**config.mk**
```make
export PLATFORM = sky130hd
export DESIGN_NAME = mirror_reset_grouper
export DESIGN_NICKNAME = d
export VERILOG_FILES = /design/src/rtl/mrg_pkg.sv /design/src/rtl/mrg_row_locator.sv /design/src/rtl/mrg_load_tracker.sv /design/src/rtl/mrg_group_decode.sv /design/src/rtl/mrg_pulse_seq.sv /design/src/rtl/mirror_reset_grouper.sv
export SDC_FILE = /design/constraint.sdc
export NUM_CORES = 1
export LEC_CHECK = 0
export ABC_CLOCK_PERIOD_IN_PS = 23600
export BUFFER_PORTS_ARGS = -buffer_cell sky130_fd_sc_hd__buf_2
export CELL_PAD_IN_SITES_DETAIL_PLACEMENT = 0
export CELL_PAD_IN_SITES_GLOBAL_PLACEMENT = 1
export CORE_MARGIN = 10
export CORE_UTILIZATION = 40
export CTS_CLUSTER_DIAMETER = 50
export CTS_CLUSTER_SIZE = 20
export DETAILED_ROUTE_END_ITERATION = 16
export HOLD_SLACK_MARGIN = 0.12
export PLACE_DENSITY = 0.81
export SLEW_MARGIN = 40
export SYNTH_ARGS = -nofsm -noshare
export SYNTH_HDL_FRONTEND = slang
export SYNTH_SLANG_ARGS = --single-unit
```
**constraint.sdc**
```tcl
create_clock -name clk -period 23.6 [get_ports clk]
set_clock_uncertainty 0.2 [all_clocks]
set_input_delay 4.72 -clock clk [delete_from_list [all_inputs] [get_ports clk]]
set_output_delay 4.72 -clock clk [all_outputs]
set_load 0.02 [all_outputs]
```
**src/rtl/mrg_pkg.sv**
```systemverilog
package mrg_pkg;

   typedef enum logic [1:0] {
      MODE_SINGLE = 2'b00,
      MODE_DUAL   = 2'b01,
      MODE_QUAD   = 2'b10,
      MODE_GLOBAL = 2'b11
   } blk_mode_e;

endpackage

```
**src/rtl/mrg_row_locator.sv**
```systemverilog
module mrg_row_locator #(
   parameter int NUM_BLK      = 15,
   parameter int ROWS_PER_BLK = 72,
   parameter int ROW_AW       = 11,
   parameter int BLK_AW       = 4
) (
   input  logic [ROW_AW-1:0] row_addr,
   output logic [BLK_AW-1:0] blk_idx,
   output logic              blk_hit
);
   localparam int            TOTAL_ROWS = NUM_BLK * ROWS_PER_BLK;
   localparam logic [ROW_AW:0] ROW_LIMIT = (ROW_AW+1)'(TOTAL_ROWS);
   localparam bit            POW2       = (ROWS_PER_BLK & (ROWS_PER_BLK - 1)) == 0;

   generate
      if (POW2) begin : g_shift
         localparam int SH = $clog2(ROWS_PER_BLK);
         logic [ROW_AW-1:0] shifted;
         assign shifted = row_addr >> SH;
         assign blk_idx = BLK_AW'(shifted);
         assign blk_hit = {1'b0, row_addr} < ROW_LIMIT;
      end else begin : g_ladder
         logic [NUM_BLK:1] at_or_above;
         for (genvar i = 1; i <= NUM_BLK; i++) begin : g_thr
            localparam logic [ROW_AW:0] THR = (ROW_AW+1)'(i * ROWS_PER_BLK);
            assign at_or_above[i] = {1'b0, row_addr} >= THR;
         end
         always_comb begin
            blk_idx = '0;
            for (int i = 1; i < NUM_BLK; i++) begin
               if (at_or_above[i]) blk_idx = blk_idx + BLK_AW'(1);
            end
         end
         assign blk_hit = !at_or_above[NUM_BLK];
      end
   endgenerate

   always_comb begin
      if (blk_hit) begin
         assert_idx_in_range_R1: assert (int'(blk_idx) < NUM_BLK)
            else $error("row locator produced block %0d", blk_idx);
      end
   end

endmodule

```
**src/rtl/mrg_load_tracker.sv**
```systemverilog
module mrg_load_tracker #(
   parameter int NUM_BLK = 15,
   parameter int BLK_AW  = 4
) (
   input  logic               clk,
   input  logic               rst,
   input  logic               set_en,
   input  logic [BLK_AW-1:0]  set_idx,
   input  logic               clr_en,
   input  logic [NUM_BLK-1:0] clr_mask,
   output logic [NUM_BLK-1:0] loaded
);
   logic [NUM_BLK-1:0] set_vec;
   logic [NUM_BLK-1:0] clr_vec;

   generate
      for (genvar i = 0; i < NUM_BLK; i++) begin : g_dec
         assign set_vec[i] = set_en && (set_idx == BLK_AW'(i));

         assert_flag_set_R1: assert property (@(posedge clk) disable iff (rst)
            set_vec[i] |=> loaded[i])
            else $error("block %0d not marked after write", i);

         assert_flag_clear_R9: assert property (@(posedge clk) disable iff (rst)
            (clr_en && clr_mask[i] && !set_vec[i]) |=> !loaded[i])
            else $error("block %0d still marked after reset issue", i);
      end
   endgenerate

   assign clr_vec = clr_en ? clr_mask : '0;

   always_ff @(posedge clk) begin
      if (rst) begin
         loaded <= '0;
      end else begin
         loaded <= (loaded & ~clr_vec) | set_vec;
      end
   end

endmodule

```
**src/rtl/mrg_group_decode.sv**
```systemverilog
module mrg_group_decode
   import mrg_pkg::*;
#(
   parameter int NUM_BLK = 15,
   parameter int BLK_AW  = 4
) (
   input  blk_mode_e          mode,
   input  logic [BLK_AW-1:0]  addr,
   output logic [NUM_BLK-1:0] grp_mask,
   output logic               addr_ok
);
   logic [NUM_BLK-1:0] member;

   generate
      for (genvar i = 0; i < NUM_BLK; i++) begin : g_blk
         localparam logic [BLK_AW-1:0] B = BLK_AW'(i);
         logic in_single, in_pair, in_quad;
         assign in_single = addr == B;
         assign in_pair   = addr[BLK_AW-1:1] == B[BLK_AW-1:1];
         assign in_quad   = addr[BLK_AW-1:2] == B[BLK_AW-1:2];
         always_comb begin
            unique case (mode)
               MODE_SINGLE: member[i] = in_single;
               MODE_DUAL:   member[i] = in_pair;
               MODE_QUAD:   member[i] = in_quad;
               default:     member[i] = 1'b1;
            endcase
         end
      end
   endgenerate

   assign addr_ok  = int'(addr) < NUM_BLK;
   assign grp_mask = addr_ok ? member : '0;

   always_comb begin
      if (addr_ok) begin
         assert_own_block_R2: assert (((grp_mask >> addr) & NUM_BLK'(1)) != '0)
            else $error("group mask omits its own address block");
      end
   end

endmodule

```
**src/rtl/mrg_pulse_seq.sv**
```systemverilog
module mrg_pulse_seq #(
   parameter int NUM_BLK  = 15,
   parameter int BUSY_CYC = 8
) (
   input  logic               clk,
   input  logic               rst,
   input  logic               cmd_valid,
   input  logic               addr_ok,
   input  logic [NUM_BLK-1:0] grp_mask,
   input  logic [NUM_BLK-1:0] loaded,
   output logic               clr_en,
   output logic [NUM_BLK-1:0] clr_mask,
   output logic               req,
   output logic [NUM_BLK-1:0] req_mask,
   output logic               err,
   output logic               busy
);
   localparam int CW = $clog2(BUSY_CYC + 1);

   logic [CW-1:0] cnt;
   logic          take, ready, accept, refuse;

   assign busy   = cnt != '0;
   assign take   = cmd_valid && !busy;
   assign ready  = addr_ok && ((grp_mask & ~loaded) == '0);
   assign accept = take && ready;
   assign refuse = take && !ready;

   assign clr_en   = accept;
   assign clr_mask = grp_mask;

   always_ff @(posedge clk) begin
      if (rst) begin
         cnt      <= '0;
         req      <= 1'b0;
         req_mask <= '0;
         err      <= 1'b0;
      end else begin
         req      <= accept;
         req_mask <= accept ? grp_mask : '0;
         err      <= refuse;
         if (accept)    cnt <= CW'(BUSY_CYC);
         else if (busy) cnt <= cnt - CW'(1);
      end
   end

   assert_no_req_err_R8: assert property (@(posedge clk) disable iff (rst)
      $onehot0({req, err}))
      else $error("request and error together");

   assert_mask_idle_R8: assert property (@(posedge clk) disable iff (rst)
      !req |-> (req_mask == '0))
      else $error("mask nonzero without request");

   assert_req_loaded_R6: assert property (@(posedge clk) disable iff (rst)
      req |-> ((req_mask & ~$past(loaded)) == '0))
      else $error("request covers an unloaded block");

   assert_req_busy_R10: assert property (@(posedge clk) disable iff (rst)
      req |-> busy)
      else $error("request without busy");

   assert_quiet_when_busy_R10: assert property (@(posedge clk) disable iff (rst)
      (req || err) |-> !$past(busy))
      else $error("command acted on while busy");

endmodule

```
**src/rtl/mirror_reset_grouper.sv**
```systemverilog
module mirror_reset_grouper
   import mrg_pkg::*;
#(
   parameter int NUM_BLK      = 15,
   parameter int ROWS_PER_BLK = 72,
   parameter int ROW_AW       = 11,
   parameter int BLK_AW       = 4,
   parameter int BUSY_CYC     = 8
) (
   input  logic               clk,
   input  logic               rst,
   input  logic               row_wr_en,
   input  logic [ROW_AW-1:0]  row_wr_addr,
   input  logic               cmd_valid,
   input  logic [1:0]         cmd_mode,
   input  logic [BLK_AW-1:0]  cmd_addr,
   output logic               mirror_req,
   output logic [NUM_BLK-1:0] mirror_mask,
   output logic               cmd_err,
   output logic               mirror_busy
);
   localparam logic [NUM_BLK-1:0] FULL_MASK = '1;

   initial begin
      assert (NUM_BLK >= 1 && NUM_BLK <= (1 << BLK_AW))
         else $error("NUM_BLK does not fit the block address");
      assert (BLK_AW >= 3)
         else $error("BLK_AW must hold a quad index");
      assert (NUM_BLK * ROWS_PER_BLK <= (1 << ROW_AW))
         else $error("row address too narrow for the array");
      assert (BUSY_CYC >= 1)
         else $error("BUSY_CYC must be at least one");
   end

   logic [BLK_AW-1:0]  wr_blk;
   logic               wr_hit;
   logic [NUM_BLK-1:0] loaded;
   logic [NUM_BLK-1:0] grp_mask;
   logic               addr_ok;
   logic               clr_en;
   logic [NUM_BLK-1:0] clr_mask;

   mrg_row_locator #(
      .NUM_BLK(NUM_BLK), .ROWS_PER_BLK(ROWS_PER_BLK),
      .ROW_AW(ROW_AW), .BLK_AW(BLK_AW)
   ) u_locator (
      .row_addr(row_wr_addr),
      .blk_idx (wr_blk),
      .blk_hit (wr_hit)
   );

   mrg_load_tracker #(.NUM_BLK(NUM_BLK), .BLK_AW(BLK_AW)) u_tracker (
      .clk     (clk),
      .rst     (rst),
      .set_en  (row_wr_en && wr_hit),
      .set_idx (wr_blk),
      .clr_en  (clr_en),
      .clr_mask(clr_mask),
      .loaded  (loaded)
   );

   mrg_group_decode #(.NUM_BLK(NUM_BLK), .BLK_AW(BLK_AW)) u_decode (
      .mode    (blk_mode_e'(cmd_mode)),
      .addr    (cmd_addr),
      .grp_mask(grp_mask),
      .addr_ok (addr_ok)
   );

   mrg_pulse_seq #(.NUM_BLK(NUM_BLK), .BUSY_CYC(BUSY_CYC)) u_seq (
      .clk      (clk),
      .rst      (rst),
      .cmd_valid(cmd_valid),
      .addr_ok  (addr_ok),
      .grp_mask (grp_mask),
      .loaded   (loaded),
      .clr_en   (clr_en),
      .clr_mask (clr_mask),
      .req      (mirror_req),
      .req_mask (mirror_mask),
      .err      (cmd_err),
      .busy     (mirror_busy)
   );

   assert_global_full_R5: assert property (@(posedge clk) disable iff (rst)
      (mirror_req && $past(cmd_mode) == 2'b11) |-> (mirror_mask == FULL_MASK))
      else $error("global request without full mask");

   assert_bad_addr_refused_R7: assert property (@(posedge clk) disable iff (rst)
      (cmd_valid && !mirror_busy && int'(cmd_addr) >= NUM_BLK) |=> cmd_err)
      else $error("out-of-range address not refused");

endmodule

```
# ---- Word level (Yosys, flattened, before mapping)
# Cells that the tools add are included.
dict set report classes {
  n_addsub 14
  magnitude_cmp 16
  eq_ne 40
  mux 33
  n_bitwise 5
  reduce_logical 32
}
# op n
set op_table {}
lappend op_table {{greater-or-equal comparator 11 x 10 -> 1 bit, second input constant} 7}
lappend op_table {{two-way mux 4 bit} 15}
lappend op_table {{== test 4 bit, second input constant} 14}
lappend op_table {{adder 4 x 1 -> 4 bit, second input constant} 12}
lappend op_table {{one-hot mux 1 bit (3 select lines)} 15}
lappend op_table {{greater-or-equal comparator 11 x 9 -> 1 bit, second input constant} 4}
lappend op_table {{== test 4 x 3 -> 1 bit, second input constant} 8}
lappend op_table {{bitwise AND 15 bit} 2}
lappend op_table {{two-way mux 15 bit} 2}
lappend op_table {{NOT 15 bit} 2}
lappend op_table {{greater-or-equal comparator 11 x 8 -> 1 bit, second input constant} 2}
lappend op_table {{logical AND 1 bit} 20}
lappend op_table {{== test 4 x 2 -> 1 bit, second input constant} 4}
lappend op_table {{zero test 15 bit} 1}
lappend op_table {{bitwise OR 15 bit} 1}
lappend op_table {{== test 3 bit, second input constant} 4}
lappend op_table {{greater-or-equal comparator 11 bit, second input constant} 1}
lappend op_table {{greater-or-equal comparator 11 x 7 -> 1 bit, second input constant} 1}
lappend op_table {{== test 4 x 1 -> 1 bit, second input constant} 2}
lappend op_table {{zero test 4 bit} 2}
lappend op_table {{== test 2 bit, second input constant} 3}
lappend op_table {{== test 3 x 2 -> 1 bit, second input constant} 2}
lappend op_table {{== test 2 x 1 -> 1 bit, second input constant} 2}
lappend op_table {{zero test 2 bit} 2}
lappend op_table {{other kinds (10)} 12}
dict set report word_totals {
  reg_bits 36
  in_bits 21
  out_inout_bits 18
  wordCells 146
}

# ---- Depth between registers and ports, before layout
# Gate-level depths: netlist (run 1).
dict set report logic_depth {
  ltp_word 31
  depth_mapped 50
  mapped_depth_nobuf 47
}

# ---- Modules after synthesis
# A second synthesis (run 1) with hierarchy kept.
dict set report unflattened {
  cells_unflattened 456
  area_unflattened_um2 3782.4
}
# module n_inst cells_per_inst area_each_um2 seq_area_each_um2
set by_module_without_submodules {}
lappend by_module_without_submodules {mrg_row_locator 1 225 1685.4 0.0}
lappend by_module_without_submodules {mrg_pulse_seq 1 110 1048.5 420.4}
lappend by_module_without_submodules {mrg_load_tracker 1 60 626.9 300.3}
lappend by_module_without_submodules {mrg_group_decode 1 60 415.4 0.0}
lappend by_module_without_submodules {mirror_reset_grouper 1 1 6.3 0.0}

# ---- Least setup slack after synthesis (run 1)
# OpenSTA, ideal clock, no wires.
dict set report synth_timing {
  kind {input port to flip-flop}
  start {input port row_wr_addr[5]}
  end {register u_tracker.loaded[0]}
  setup_time_ns 0.116
  arrival_time_ns 12.755
  required_time_ns 23.284
  path_slack_ns 10.529
  path_stages 48
  path_buffers 4
  cell_sequence {buf_2 -> buf_1 -> o31ai_1 -> and3b_1 -> ha_1 -> buf_2 -> xor2_1 -> ha_1 -> a22o_1 -> ha_1 -> nor2_1 -> nor2_1 -> ha_1 -> o22a_1 -> o21ai_1 -> inv_1 -> ha_1 -> nand2_1 -> [... 12 more ...] -> nand2b_1 -> o21ai_0 -> ha_1 -> a21oi_1 -> o21ai_0 -> ha_1 -> nor2_1 -> nor2_1 -> ha_1 -> and2_1 -> buf_1 -> nor2_1 -> and2_1 -> mux2i_1 -> a41o_1 -> nor3_1 -> mux2_2 -> a31o_1}
}
dict set report synth_via {
  elab_chain_len 31
  word_cells_on_any_way 47
  classes_between {add/sub (13); order compare (15); mux (14); bitwise (1); reduce/logical (4)}
}
# element line
set synth_rtl {}
lappend synth_rtl {{from (decl)} mirror_reset_grouper.sv:13} ;# input logic [ROW_AW-1:0] row_wr_addr,
lappend synth_rtl {{greater-or-equal comparator 11 x 7 -> 1 bit} mrg_row_locator.sv:26} ;# assign at_or_above[i] = {1'b0, row_addr} >= THR;
lappend synth_rtl {{two-way mux 1 bit} mrg_row_locator.sv:31} ;# if (at_or_above[i]) blk_idx = blk_idx + BLK_AW'(1);
lappend synth_rtl {{adder 1 x 1 -> 2 bit} mrg_row_locator.sv:31}
lappend synth_rtl {{two-way mux 4 bit} mrg_row_locator.sv:31}
lappend synth_rtl {{adder 4 x 1 -> 4 bit} mrg_row_locator.sv:31}
lappend synth_rtl {{two-way mux 4 bit} mrg_row_locator.sv:31}
lappend synth_rtl {{adder 4 x 1 -> 4 bit} mrg_row_locator.sv:31}
lappend synth_rtl {{two-way mux 4 bit} mrg_row_locator.sv:31}
lappend synth_rtl {{[... 15 more ...]} --}
lappend synth_rtl {{two-way mux 4 bit} mrg_row_locator.sv:31}
lappend synth_rtl {{adder 4 x 1 -> 4 bit} mrg_row_locator.sv:31}
lappend synth_rtl {{two-way mux 4 bit} mrg_row_locator.sv:31}
lappend synth_rtl {{adder 4 x 1 -> 4 bit} mrg_row_locator.sv:31}
lappend synth_rtl {{two-way mux 4 bit} mrg_row_locator.sv:31}
lappend synth_rtl {{zero test 4 bit} mrg_load_tracker.sv:18} ;# assign set_vec[i] = set_en && (set_idx == BLK_AW'(i));
lappend synth_rtl {{logical AND 1 bit *} mrg_load_tracker.sv:18}
lappend synth_rtl {{bitwise OR 15 bit *} mrg_load_tracker.sv:36} ;# loaded <= (loaded & ~clr_vec) | set_vec;
lappend synth_rtl {{to (signal assigned)} mrg_load_tracker.sv:36}
lappend synth_rtl {{to (decl)} mrg_load_tracker.sv:11} ;# output logic [NUM_BLK-1:0] loaded
# Every way passes the cells marked *; elsewhere a longest branch is shown, timed or not.
# A chain may end at the register's enable or synchronous reset.

# ---- Final worst setup path (run 1)
dict set report layout_timing {
  start {input port row_wr_addr[10]}
  end {register u_tracker.loaded[8]}
}
dict set report layout_via {
  elab_chain_len 31
  word_cells_on_any_way 47
  classes_between {add/sub (13); order compare (15); eq/ne (1); mux (14); bitwise (1); reduce/logical (3)}
}
# element line
set layout_rtl {}
lappend layout_rtl {{greater-or-equal comparator 11 x 7 -> 1 bit} mrg_row_locator.sv:26}
lappend layout_rtl {{two-way mux 1 bit} mrg_row_locator.sv:31}
lappend layout_rtl {{adder 1 x 1 -> 2 bit} mrg_row_locator.sv:31}
lappend layout_rtl {{two-way mux 4 bit} mrg_row_locator.sv:31}
lappend layout_rtl {{adder 4 x 1 -> 4 bit} mrg_row_locator.sv:31}
lappend layout_rtl {{two-way mux 4 bit} mrg_row_locator.sv:31}
lappend layout_rtl {{adder 4 x 1 -> 4 bit} mrg_row_locator.sv:31}
lappend layout_rtl {{two-way mux 4 bit} mrg_row_locator.sv:31}
lappend layout_rtl {{[... 15 more ...]} --}
lappend layout_rtl {{two-way mux 4 bit} mrg_row_locator.sv:31}
lappend layout_rtl {{adder 4 x 1 -> 4 bit} mrg_row_locator.sv:31}
lappend layout_rtl {{two-way mux 4 bit} mrg_row_locator.sv:31}
lappend layout_rtl {{adder 4 x 1 -> 4 bit} mrg_row_locator.sv:31}
lappend layout_rtl {{two-way mux 4 bit} mrg_row_locator.sv:31}
lappend layout_rtl {{== test 4 bit} mrg_load_tracker.sv:18}
lappend layout_rtl {{logical AND 1 bit *} mrg_load_tracker.sv:18}
lappend layout_rtl {{bitwise OR 15 bit *} mrg_load_tracker.sv:36}
# Marked as above.

==> impl_results.md, run 1 <==
- CTS Sinks: 36
- Post-route cell area: 3695 um2
- Congestion Overflow GR: 0
- Yosys reg bits: 36
- WL met1: approximately 4000 um
- Outcome: finished, final reports clean
- Fin crit share: between 50 and 60%
- # IOs: 39
- Detailed Routing Iterations Pass 1: 5
- Post-placement cell count: 560
- Switching fraction of total power: 43.11%
- Share of the synthesized area in the top cell type: roughly a fifth
- Critical R2R Launch: u_tracker.loaded[2]$_SDFF_PP0_
- Row cnt: 33
- Largest net degree at the start of global routing: 33
- Total GRT Usage: 12.89%
- HP Class: reg -> reg
- DR WL met2: between 3000 and 4000 um
- Die Area: 12,730 um2
- YS warnings: 0
- CTS Hold Bufs: 0
- Final hold violation count: 0
- Post-Layout Cell Count: 568
- Slowest-stage cell, CP: nor3_1
- Max Cap Viol: 0
- EDFF count, synth: 0
- Clk pwr share: 16.2%
- Clock latency on the worst-skew pair: 0.29 ns
- Unrepaired setup endpoints after global routing: no
- Clk slew on worst S/H paths: 0.07 ns
- Comb pwr share: approximately three fifths
- Startpoint Class: input pin
- Leak pwr: 0.001560 uW
- Ant. Diodes: 0
- Slew headroom: between 40% and 50%
- Die H: 112.8 um
- CP Launch Point: row_wr_addr[10]
- WP data required: 23.59 ns
- Antenna violation net count after detailed routing: 0
- Synth async-reset ratio: 0%
- Residual DRC: 0
- CTS tree: done
- Initial DRC count: ~220
- Synthesized area: 3446 um2
- Core Box Area: just over 8000 um2
- Post-DP HPWL: roughly 6400 um
- Primary FF master, synth: dfxtp_1
- Main area contributors after synthesis: dfxtp_1 21%, ha_1 5.4%, nor2_1 4.9%, xnor2_1 4.3%, nand2_1 4.1%
- Crit path kind: in -> reg
- Gate Count Post-Synth: 450
- Placer Congestion: between 0.8 and 0.9
- Final setup violation count: 0
- Post-layout util: between 40% and 50%
- Pins Over Slew Limit: 0
- Avg WL per Cell: 14.70 um
- Vias in the first global route: 2,911
- First-pass GRT wire length: between 10,000 and 15,000 um
- PortBufs: 35
- Layout cell share with drive strength beyond 1: between 10% and 20%
- Crit end category: flop
- Net Switching: roughly 120 uW
- Crit path top cell by count: ha_1
- Die width: 112.8 um
- Cell variety after synth: 80
- DRT Wirelength: 8349 um
- P per Cell Area: 76.11 nW/um2
- Mean cell area of the mapped netlist: roughly 7.7 um2
- Starting Density: approximately two fifths
- Worst setup endpoint: u_tracker.loaded[8]$_SDFF_PP0_
- DR vias: 3,198
- Fmax: 72.92 MHz
- Cell Area, Placed: 3596 um2
- Layout area overhead: 7.226%
- Final Critical Period: 13.71 ns
- Top routing layer in use: met4
- H-Tree Depth: 2
- Worst-path maximum fanout: 17
- P_int: 160.0 uW
- Max VDD drop: 0.06705 mV
- Final Net Count: 498
- Post_cts resized: 0
- Least-Margin Pin Slew: between 0.7 and 0.8 ns
- Max clock buf depth: 2
- Part of the Yosys area used for sequential elements: a little over a fifth
- Met3 routed WL: 411 um
- Num CTS Buffers: 5
- R2R setup slack: between 20 and 25 ns
- Post-CTS Setup Bufs: 0
- Post-Syn Nets: 486
- Reg2Reg Depth: 7
- Reg2Reg Capture Point: u_tracker.loaded[11]$_SDFF_PP0_
- Antenna violations before repair: 0
- Flop pwr share: 25.3%
- Root Driver: clkbuf_8
- Dominant cell type by area after synthesis: dfxtp_1
- Worst stage delay on the critical path: 0.48 ns
- Setup TNS: 0 ns
- Vias per inst: 5.630
- Critical Path AT: 13.70 ns
routing by layer:
metal  up-vias  GRT usage (%)
li1       1653              -
met1      1468          17.32
met2        68          20.39
met3         9          1.902
met4         0          4.569
met5         -              0
metrics by stage:
stage | total power (uW) | setup slack [ns] | hold slack, ns
global route | 306.6 | 9.034 | 0.2971
global placement | 231.9 | 9.576 | 0.2563
floorplan | 211.5 | 10.53 | 0.2493
finish | 281.2 | 9.886 | 0.2782
CTS | 283.4 | 9.873 | 0.2794
detailed placement | 237.1 | 9.567 | 0.2631
state kept, by name, indices dropped and copies added (netlist names):
name              flops
u_seq.cnt             4
u_seq.err             1
u_seq.req             1
u_seq.req_mask       15
u_tracker.loaded     15
Yosys cell counts (4+ instances only):
cell / instances
xnor2_1: 17
a21oi_1: 22
a31oi_1: 7
o21a_1: 6
buf_6: 5
a211o_1: 5
and2_1: 8
nand3_1: 5
nor2b_1: 10
nor4_1: 4
clkbuf_1: 11
inv_1: 26
ha_1: 15
a211oi_1: 5
dfxtp_1: 36
nor3_1: 13
nor2_1: 45
mux2_2: 4
and3_1: 15
buf_2: 9
nand2b_1: 10
a31o_1: 5
o211a_1: 4
o21ai_1: 8
buf_1: 4
nand3b_1: 4
o21ai_0: 13
xor2_1: 7
nand2_1: 38
nand4_1: 4
mux2i_1: 6
how the worst min path moves through the flow:
stage / startpoint / end / slack, ns / depth (start not counted)
2_1_floorplan: u_tracker.loaded[8]$_SDFF_PP0_ / u_tracker.loaded[8]$_SDFF_PP0_ / 0.25 / 1
3_3_place_gp: u_tracker.loaded[8]$_SDFF_PP0_ / u_tracker.loaded[8]$_SDFF_PP0_ / 0.26 / 1
4_1_cts: u_tracker.loaded[6]$_SDFF_PP0_ / u_tracker.loaded[6]$_SDFF_PP0_ / 0.28 / 1
5_1_grt: u_tracker.loaded[6]$_SDFF_PP0_ / u_tracker.loaded[6]$_SDFF_PP0_ / 0.30 / 1
3_5_place_dp: u_tracker.loaded[6]$_SDFF_PP0_ / u_tracker.loaded[6]$_SDFF_PP0_ / 0.26 / 1
6_report: u_tracker.loaded[6]$_SDFF_PP0_ / u_tracker.loaded[6]$_SDFF_PP0_ / 0.28 / 1
logic make-up after synthesis:
kind of cell | synth area share [%]
and+or+nand+nor | 27.20
adders and majority gates | 5.447
xor gates and xnor gates | 8.678
DFF | 20.91
muxes | 3.377
AOI/OAI and AO/OA | 26.65
buffers and inverters | 7.734
final cells by class:
cell class | count | area (um2)
fill | 828 | 4604
clock inverter | 2 | 10.01
clock buffer | 6 | 82.58
timing repair buffer | 35 | 175.2
inverter | 27 | 101.3
tap | 105 | 131.4
sequential | 36 | 720.7
multi-input combinational | 357 | 2474
critical path: cells and delay by family:
family,cells,cell delay [ns]
adder cells (fa/ha/maj),12,3.51
AO/OA/AOI/OAI,12,2.09
AND/OR/NAND/NOR,13,2.00
multiplexers,3,0.71
buffers and inverters,4,0.41
XOR/XNOR,1,0.24
cells in the final DEF (no fill, tap or decap), types with 7 or more instances in the layout:
cell type	instances
buf_2	35
and3_1	14
and2_1	8
xor2_1	7
nand2_1	38
dfxtp_1	36
o21ai_0	13
xnor2_1	16
a21oi_1	22
o21ai_1	8
nand2b_1	10
nor2_1	45
nor2b_1	10
nor3_1	13
ha_1	15
inv_1	26
power by group through the flow:
stage	logic (uW)	clock network, uW	registers (uW)
5_1_grt	187	48.2	71.9
3_5_place_dp	165	0	72.6
2_1_floorplan	139	0	72.2
3_3_place_gp	160	0	72.3
4_1_cts	165	46.9	71.1
6_report	164	45.6	71.2
Power figures use the tool's default switching activity.
==> run 2: changes to the inputs <==
- ABC_AREA: not set -> 1
- ABC_CLOCK_PERIOD_IN_PS: 23600 -> 14200
- PLACE_DENSITY: 0.81 -> 0.85
- clock period: 23.6 -> 14.2 ns (I/O delays scaled with it)
==> impl_results.md, run 2 <==
- HP Class: reg -> reg
- Startpoint Class: input pin
- Outcome: finished, final reports clean
- P_int: 249.0 uW (+56%)
- Post-CTS Setup Bufs: 0 (unchanged)
- DR vias: 3,434 (+7.4%)
- Synth async-reset ratio: 0% (unchanged)
- Max clock buf depth: 2 (unchanged)
- PortBufs: 35 (unchanged)
- First-pass GRT wire length: 13,780 um (-3.9%)
- Vias per inst: 4.906 (-13%)
- Antenna violations before repair: 0 (unchanged)
- Ant. Diodes: 0 (unchanged)
- Die H: 110.9 um (-1.7%)
- Flop pwr share: 24.4% (-0.9 points)
- Worst hold path cell count: 2 (+1)
- WP data required: 14.22 ns (-9.37 ns)
- WP buf/inv: 7 (+3)
- Post-placement cell count: 692 (+24%)
- Final setup violation count: 0 (unchanged)
- Crit end category: flop
- Switching fraction of total power: 47.60% (+4.5 points)
- Pins Over Slew Limit: 0 (unchanged)
- Num CTS Buffers: 5 (unchanged)
- Least-Margin Pin Slew: 0.4320 ns (-0.3243 ns)
- EDFF count, synth: 0 (unchanged)
- Antenna violation net count after detailed routing: 0 (unchanged)
- Row cnt: 33 (unchanged)
- Reg2Reg Depth: 10 (+3)
- Most common cell after layout, fill and taps aside: nand2_1
- Main area contributors after synthesis: dfxtp_1 22%, nand2_1 17%, inv_1 9.8%, nand3_1 8.6%, nor2_1 7.3%
- CTS tree: done
- Worst hold start: u_tracker.loaded[14]$_SDFF_PP0_
- Post_cts resized: 0 (unchanged)
- Part of the Yosys area used for sequential elements: 21.80% (+0.89 points)
- Post-Layout Cell Count: 700 (+23%)
- Final hold violation count: 0 (unchanged)
- Crit path top cell by count: nand2_1
- Cell variety after synth: 33 (-59%)
- Crit path kind: in -> reg
- Die width: 110.9 um (-1.7%)
- Slowest-stage cell, CP: or2_2
- CTS Sinks: 36 (unchanged)
- Avg WL per Cell: 11.08 um (-25%)
- Gate Count Post-Synth: 558 (+24%)
- Placer Congestion: 0.8568 (unchanged)
- DRT Wirelength: 7759 um (-7.1%)
- Primary FF master, synth: dfxtp_1
- Slew headroom: 70.98% (+22 points)
- Top-count cell post-synth: nand2_1
- Residual DRC: 0 (unchanged)
- Fillers: 858 (+3.6%)
- # IOs: 39 (unchanged)
- Max VDD drop: 0.07008 mV (+4.5%)
- Net Switching: 226.2 uW (+87%)
- Cell Area, Placed: 3590 um2 (-0.17%)
- Layout area overhead: 11.51%
- CP Launch Point: row_wr_addr[6]
- Commonest cells after routing, fill and taps aside: 146 x nand2_1, 86 x inv_1, 64 x nor2_1
- Dominant cell type by area after synthesis: dfxtp_1
- Starting Density: 40.64% (-0.88 points)
- Layout cell share with drive strength beyond 1: 17.82% (+3.8 points)
- Setup TNS: 0 ns (unchanged)
- H-Tree Depth: 2 (unchanged)
- Mean cell area of the mapped netlist: 5.924 um2 (-23%)
- Comb pwr share: 59.6% (+1.1 points)
- P per Cell Area: 128.9 nW/um2 (+69%)
- Worst stage delay on the critical path: 0.30 ns (-0.18 ns)
- Yosys reg bits: 36 (unchanged)
- YS warnings: 0 (unchanged)
- Delay-heaviest family, CP: simple AND/OR/NAND/NOR gates
- Top Registers: u_seq.req_mask x15, u_tracker.loaded x15, u_seq.cnt x4
- Critical Path AT: 11.01 ns (-2.69 ns)
- Die Area: 12,300 um2 (-3.4%)
- Levels on crit path: 50 (+11%)
- Max Cap Viol: 0 (unchanged)
- Detailed Routing Iterations Pass 1: 4 (-1)
- CTS Hold Bufs: 0 (unchanged)
- Clk pwr share: 16.1% (about the same)
- Synthesized area: 3306 um2 (-4.1%)
- Core Box Area: 8134 um2 (-2.0%)
- Post-Syn Nets: 594 (+22%)
- Fmax: 90.99 MHz
- Post-DP HPWL: 6590 um (+3.7%)
- Top cells by count, synth: 146 x nand2_1, 86 x inv_1, 64 x nor2_1
- Largest net degree at the start of global routing: 22 (-33%)
- Initial DRC count: 108 (-50%)
- Total GRT Usage: 12.58% (-0.30 points)
- Share of the synthesized area in the top cell type: 21.80% (+0.89 points)
- Worst-path maximum fanout: 6 (-11)
- Clk slew on worst S/H paths: 0.07 ns (about the same)
- Unrepaired setup endpoints after global routing: no
- Post-route cell area: 3686 um2 (-0.24%)
- Root Driver: clkbuf_8
- Vias in the first global route: 3,324 (+14%)
- Clock latency on the worst-skew pair: 0.29 ns (about the same)
- Final Net Count: 630 (+27%)
- Final Critical Period: 10.99 ns
- Critical R2R Launch: u_tracker.loaded[14]$_SDFF_PP0_
- Congestion Overflow GR: 0 (unchanged)
- Fin crit share: 77.39%
- Leak pwr: 0.002029 uW (+30%)
run 2: path summary, 6_finish.rpt:
kind	to	slack, ns
min reg2reg	u_tracker.loaded[14]$_SDFF_PP0_	0.27
max	u_tracker.loaded[9]$_SDFF_PP0_	3.21
max reg2reg	u_seq.req_mask[0]$_SDFF_PP0_	11.78
min	u_tracker.loaded[14]$_SDFF_PP0_	0.27
run 2: stage by stage:
stage | utilization [%] | hold WS [ns] | setup slack (ns) | power (uW)
final | 45.32 | 0.2658 | 3.210 | 475.2
after global routing | 45.32 | 0.3059 | 2.620 | 527.1
after CTS | 45.32 | 0.2700 | 3.185 | 478.6
after detailed placement | 44.13 | 0.2584 | 2.918 | 402.0
after global placement | 44.13 | 0.2537 | 3.018 | 396.1
after floorplan | - | 0.2436 | 3.740 | 349.9
run 2: power by group through the flow:
stage                     Clock, uW  Sequential, uW  Combinational (uW)
after global routing           82.5             117                 328
after CTS                      77.7             116                 285
after detailed placement          0             118                 284
after floorplan                   0             118                 232
after global placement            0             118                 278
final                          76.3             116                 283
run 2: area by class of cell:
class	count	area, um2	area share, %
clock buffers	6	82.58	2.240
clock inverters	2	13.76	0.3734
inverters	91	341.6	9.267
multi-input cells	425	2221	60.25
flip-flops and latches	36	720.7	19.55
well taps	105	131.4	3.564
repair buffers	35	175.2	4.752
run 2: per-layer routing:
| layer | share of wire [%] | track usage (%) | up-vias |
|---|---|---|---|
| met5 | 0 | 0 | - |
| met4 | 1.6 | 3.819 | 0 |
| met3 | 4.7 | 2.543 | 9 |
| met2 | 48 | 22.44 | 72 |
| met1 | 46 | 14.66 | 1491 |
| li1 | - | - | 1862 |
run 2: worst reg2reg max path, cell delays in order, from the launching register on:
cell,delay [ns]
dfxtp_1,0.33
inv_1,0.04
nand2_1,0.07
o211ai_1,0.09
nor4_1,0.29
o211ai_1,0.15
nor4_1,0.27
nand2_1,0.35
nor2_1,0.21
inv_1,0.19
nor2_1,0.16
run 2: logic make-up (layout without fill, tap and decap cells):
| logic type | after synthesis | after routing | share of synthesized area [%] |
|---|---|---|---|
| flops | 36 | 36 | 21.80 |
| xor+xnor | 1 | 1 | 0.8328 |
| simple gates | 343 | 343 | 49.39 |
| compound gates | 66 | 66 | 11.28 |
| buf+inv | 97 | 134 | 11.01 |
| fa+ha+maj | 15 | 15 | 5.678 |
==> run 3: changes to the inputs <==
- ABC_CLOCK_PERIOD_IN_PS: 14200 -> 9500
- CORE_UTILIZATION: 40 -> 37
- PLACE_DENSITY: 0.85 -> 0.83
- clock period: 14.2 -> 9.5 ns (I/O delays scaled with it)
==> impl_results.md, run 3 (same netlist as run 2, synthesis figures left out) <==
- Outcome: finished, final reports clean
- DRT Wirelength: 8718 um (+12%)
- Vias per inst: 4.916 (+0.20%)
- Detailed Routing Iterations Pass 1: 4 (unchanged)
- Antenna violation net count after detailed routing: 0 (unchanged)
- Slew headroom: 69.18% (-1.8 points)
- Total GRT Usage: 12.89% (+0.31 points)
- Crit end category: flop
- Clock latency on the worst-skew pair: 0.29 ns (about the same)
- Worst-path maximum fanout: 4 (-2)
- Final Net Count: 685 (+8.7%)
- Post-DP HPWL: 7028 um (+6.6%)
- Storage cell area: 720.7 um2 (unchanged)
- Setup TNS: 0 ns (unchanged)
- CTS Sinks: 36 (unchanged)
- Fmax: 109.4 MHz
- Worst stage delay on the critical path: 0.30 ns (about the same)
- # IOs: 39 (unchanged)
- P per Cell Area: 190.3 nW/um2 (+48%)
- HP Class: reg -> reg
- Fin crit share: 96.23%
- Congestion Overflow GR: 0 (unchanged)
- Starting Density: 37.91% (-2.7 points)
- Dpl ws: -0.5584 ns (-3.476 ns)
- Area occupied by multi-input gates: 2384 um2 (+7.3%)
- Root Driver: clkbuf_8
- Slowest-stage cell, CP: ha_4
- Pins Over Slew Limit: 0 (unchanged)
- Final Critical Period: 9.142 ns
- Startpoint Class: input pin
- Antenna violations before repair: 0 (unchanged)
- First-pass GRT wire length: 14,770 um (+7.2%)
- Least-Margin Pin Slew: 0.4581 ns (+0.02608 ns)
- Row cnt: 34 (+3.0%)
- Crit path top cell by count: nand2_2
- Final setup violation count: 0 (unchanged)
- Layout cell share with drive strength beyond 1: 29.85% (+12 points)
- Critical Path AT: 9.17 ns (-1.84 ns)
- Leak pwr: 0.002291 uW (+13%)
- Die Area: 13,110 um2 (+6.6%)
- Commonest cells after routing, fill and taps aside: 133 x nand2_1, 80 x inv_1, 62 x nor2_1
- Initial DRC count: 115 (+6.5%)
- Core Box Area: 8721 um2 (+7.2%)
- Post-layout util: 48.81% (+3.5 points)
- Final worst slack: 0.3583 ns (-2.852 ns)
- Crit path kind: in -> reg
- Residual DRC: 0 (unchanged)
- PortBufs: 35 (unchanged)
- Placer Congestion: 0.8199 (-4.3%)
- Die H: 114.5 um (+3.3%)
- Final hold violation count: 0 (unchanged)
- WP data required: 9.52 ns (-4.70 ns)
- Max Cap Viol: 0 (unchanged)
- Post-Layout Cell Count: 758 (+8.3%)
- DR vias: 3,726 (+8.5%)
- Largest net degree at the start of global routing: 22 (unchanged)
- Ant. Diodes: 0 (unchanged)
- Layout area overhead: 28.77%
- Fillers: 916 (+6.8%)
- Top Registers: u_seq.req_mask x15, u_tracker.loaded x15, u_seq.cnt x4
- Max clock buf depth: 2 (unchanged)
- H-Tree Depth: 2 (unchanged)
- Most common cell after layout, fill and taps aside: nand2_1
- Die width: 114.5 um (+3.3%)
- Clk slew on worst S/H paths: 0.07 ns (about the same)
- Vias in the first global route: 3,595 (+8.2%)
- CTS tree: done
- Post-placement cell count: 736 (+6.4%)
- Max VDD drop: 0.08601 mV (+23%)
- Num CTS Buffers: 5 (unchanged)
- Total power: 810.1 uW (+70%)
- Avg WL per Cell: 11.50 um (+3.8%)
## run 3: final timing paths
check	startpoint	end	slack, ns	depth (start not counted)
setup / recovery	row_wr_addr[5]	u_tracker.loaded[13]$_SDFF_PP0_	0.36	51
hold / removal	u_tracker.loaded[14]$_SDFF_PP0_	u_tracker.loaded[14]$_SDFF_PP0_	0.28	2
setup reg to reg	u_tracker.loaded[14]$_SDFF_PP0_	u_seq.req_mask[11]$_SDFF_PP0_	7.03	10
hold reg to reg	u_tracker.loaded[14]$_SDFF_PP0_	u_tracker.loaded[14]$_SDFF_PP0_	0.28	2
## run 3: cell type report
type,count,area share [%]
Inverter,91,8.025
Clock inverter,3,0.4409
Multi-Input combinational cell,425,56.00
Sequential cell,36,16.93
Tap cell,108,3.175
Timing Repair Buffer,90,13.82
Clock buffer,5,1.617
## run 3: routing by layer
layer  track usage [%]  wire [um]  vias up
li1                  -          -     1974
met1             14.29       3800     1670
met2             24.39       4359       67
met3             2.201        421       15
met4             3.425        136        0
met5                 0          0        -
## run 3: worst max-delay path, delay by kind of cell
kind | cells | cell delay (ns)
compound gates | 3 | 0.39
buf+inv | 8 | 0.49
fa+ha+maj | 12 | 3.09
simple gates | 28 | 3.29
## run 3: repair_timing
item | in CTS | in global routing
buffers inserted | 12 | 2
hold buffers | 0 | 0
gates resized for setup | 16 | 25
endpoints found under the setup margin | 15 | 15
pin swaps | 16 | 15
## run 3: power breakdown
| part | switching, uW | total [uW] | internal (uW) |
|---|---|---|---|
| clock | 55.0 | 106 | 51.0 |
| combinational | 311 | 531 | 220 |
| sequential | 6.86 | 173 | 167 |
| total | 373 | 810 | 437 |
## run 3: stage by stage
stage	cell area, um2	hold slack, ns
3_3_place_gp	3904	0.2532
2_1_floorplan	3308	0.2436
6_report	4257	0.2779
4_1_cts	4143	0.2762
3_5_place_dp	3904	0.2686
5_1_grt	4257	0.2952
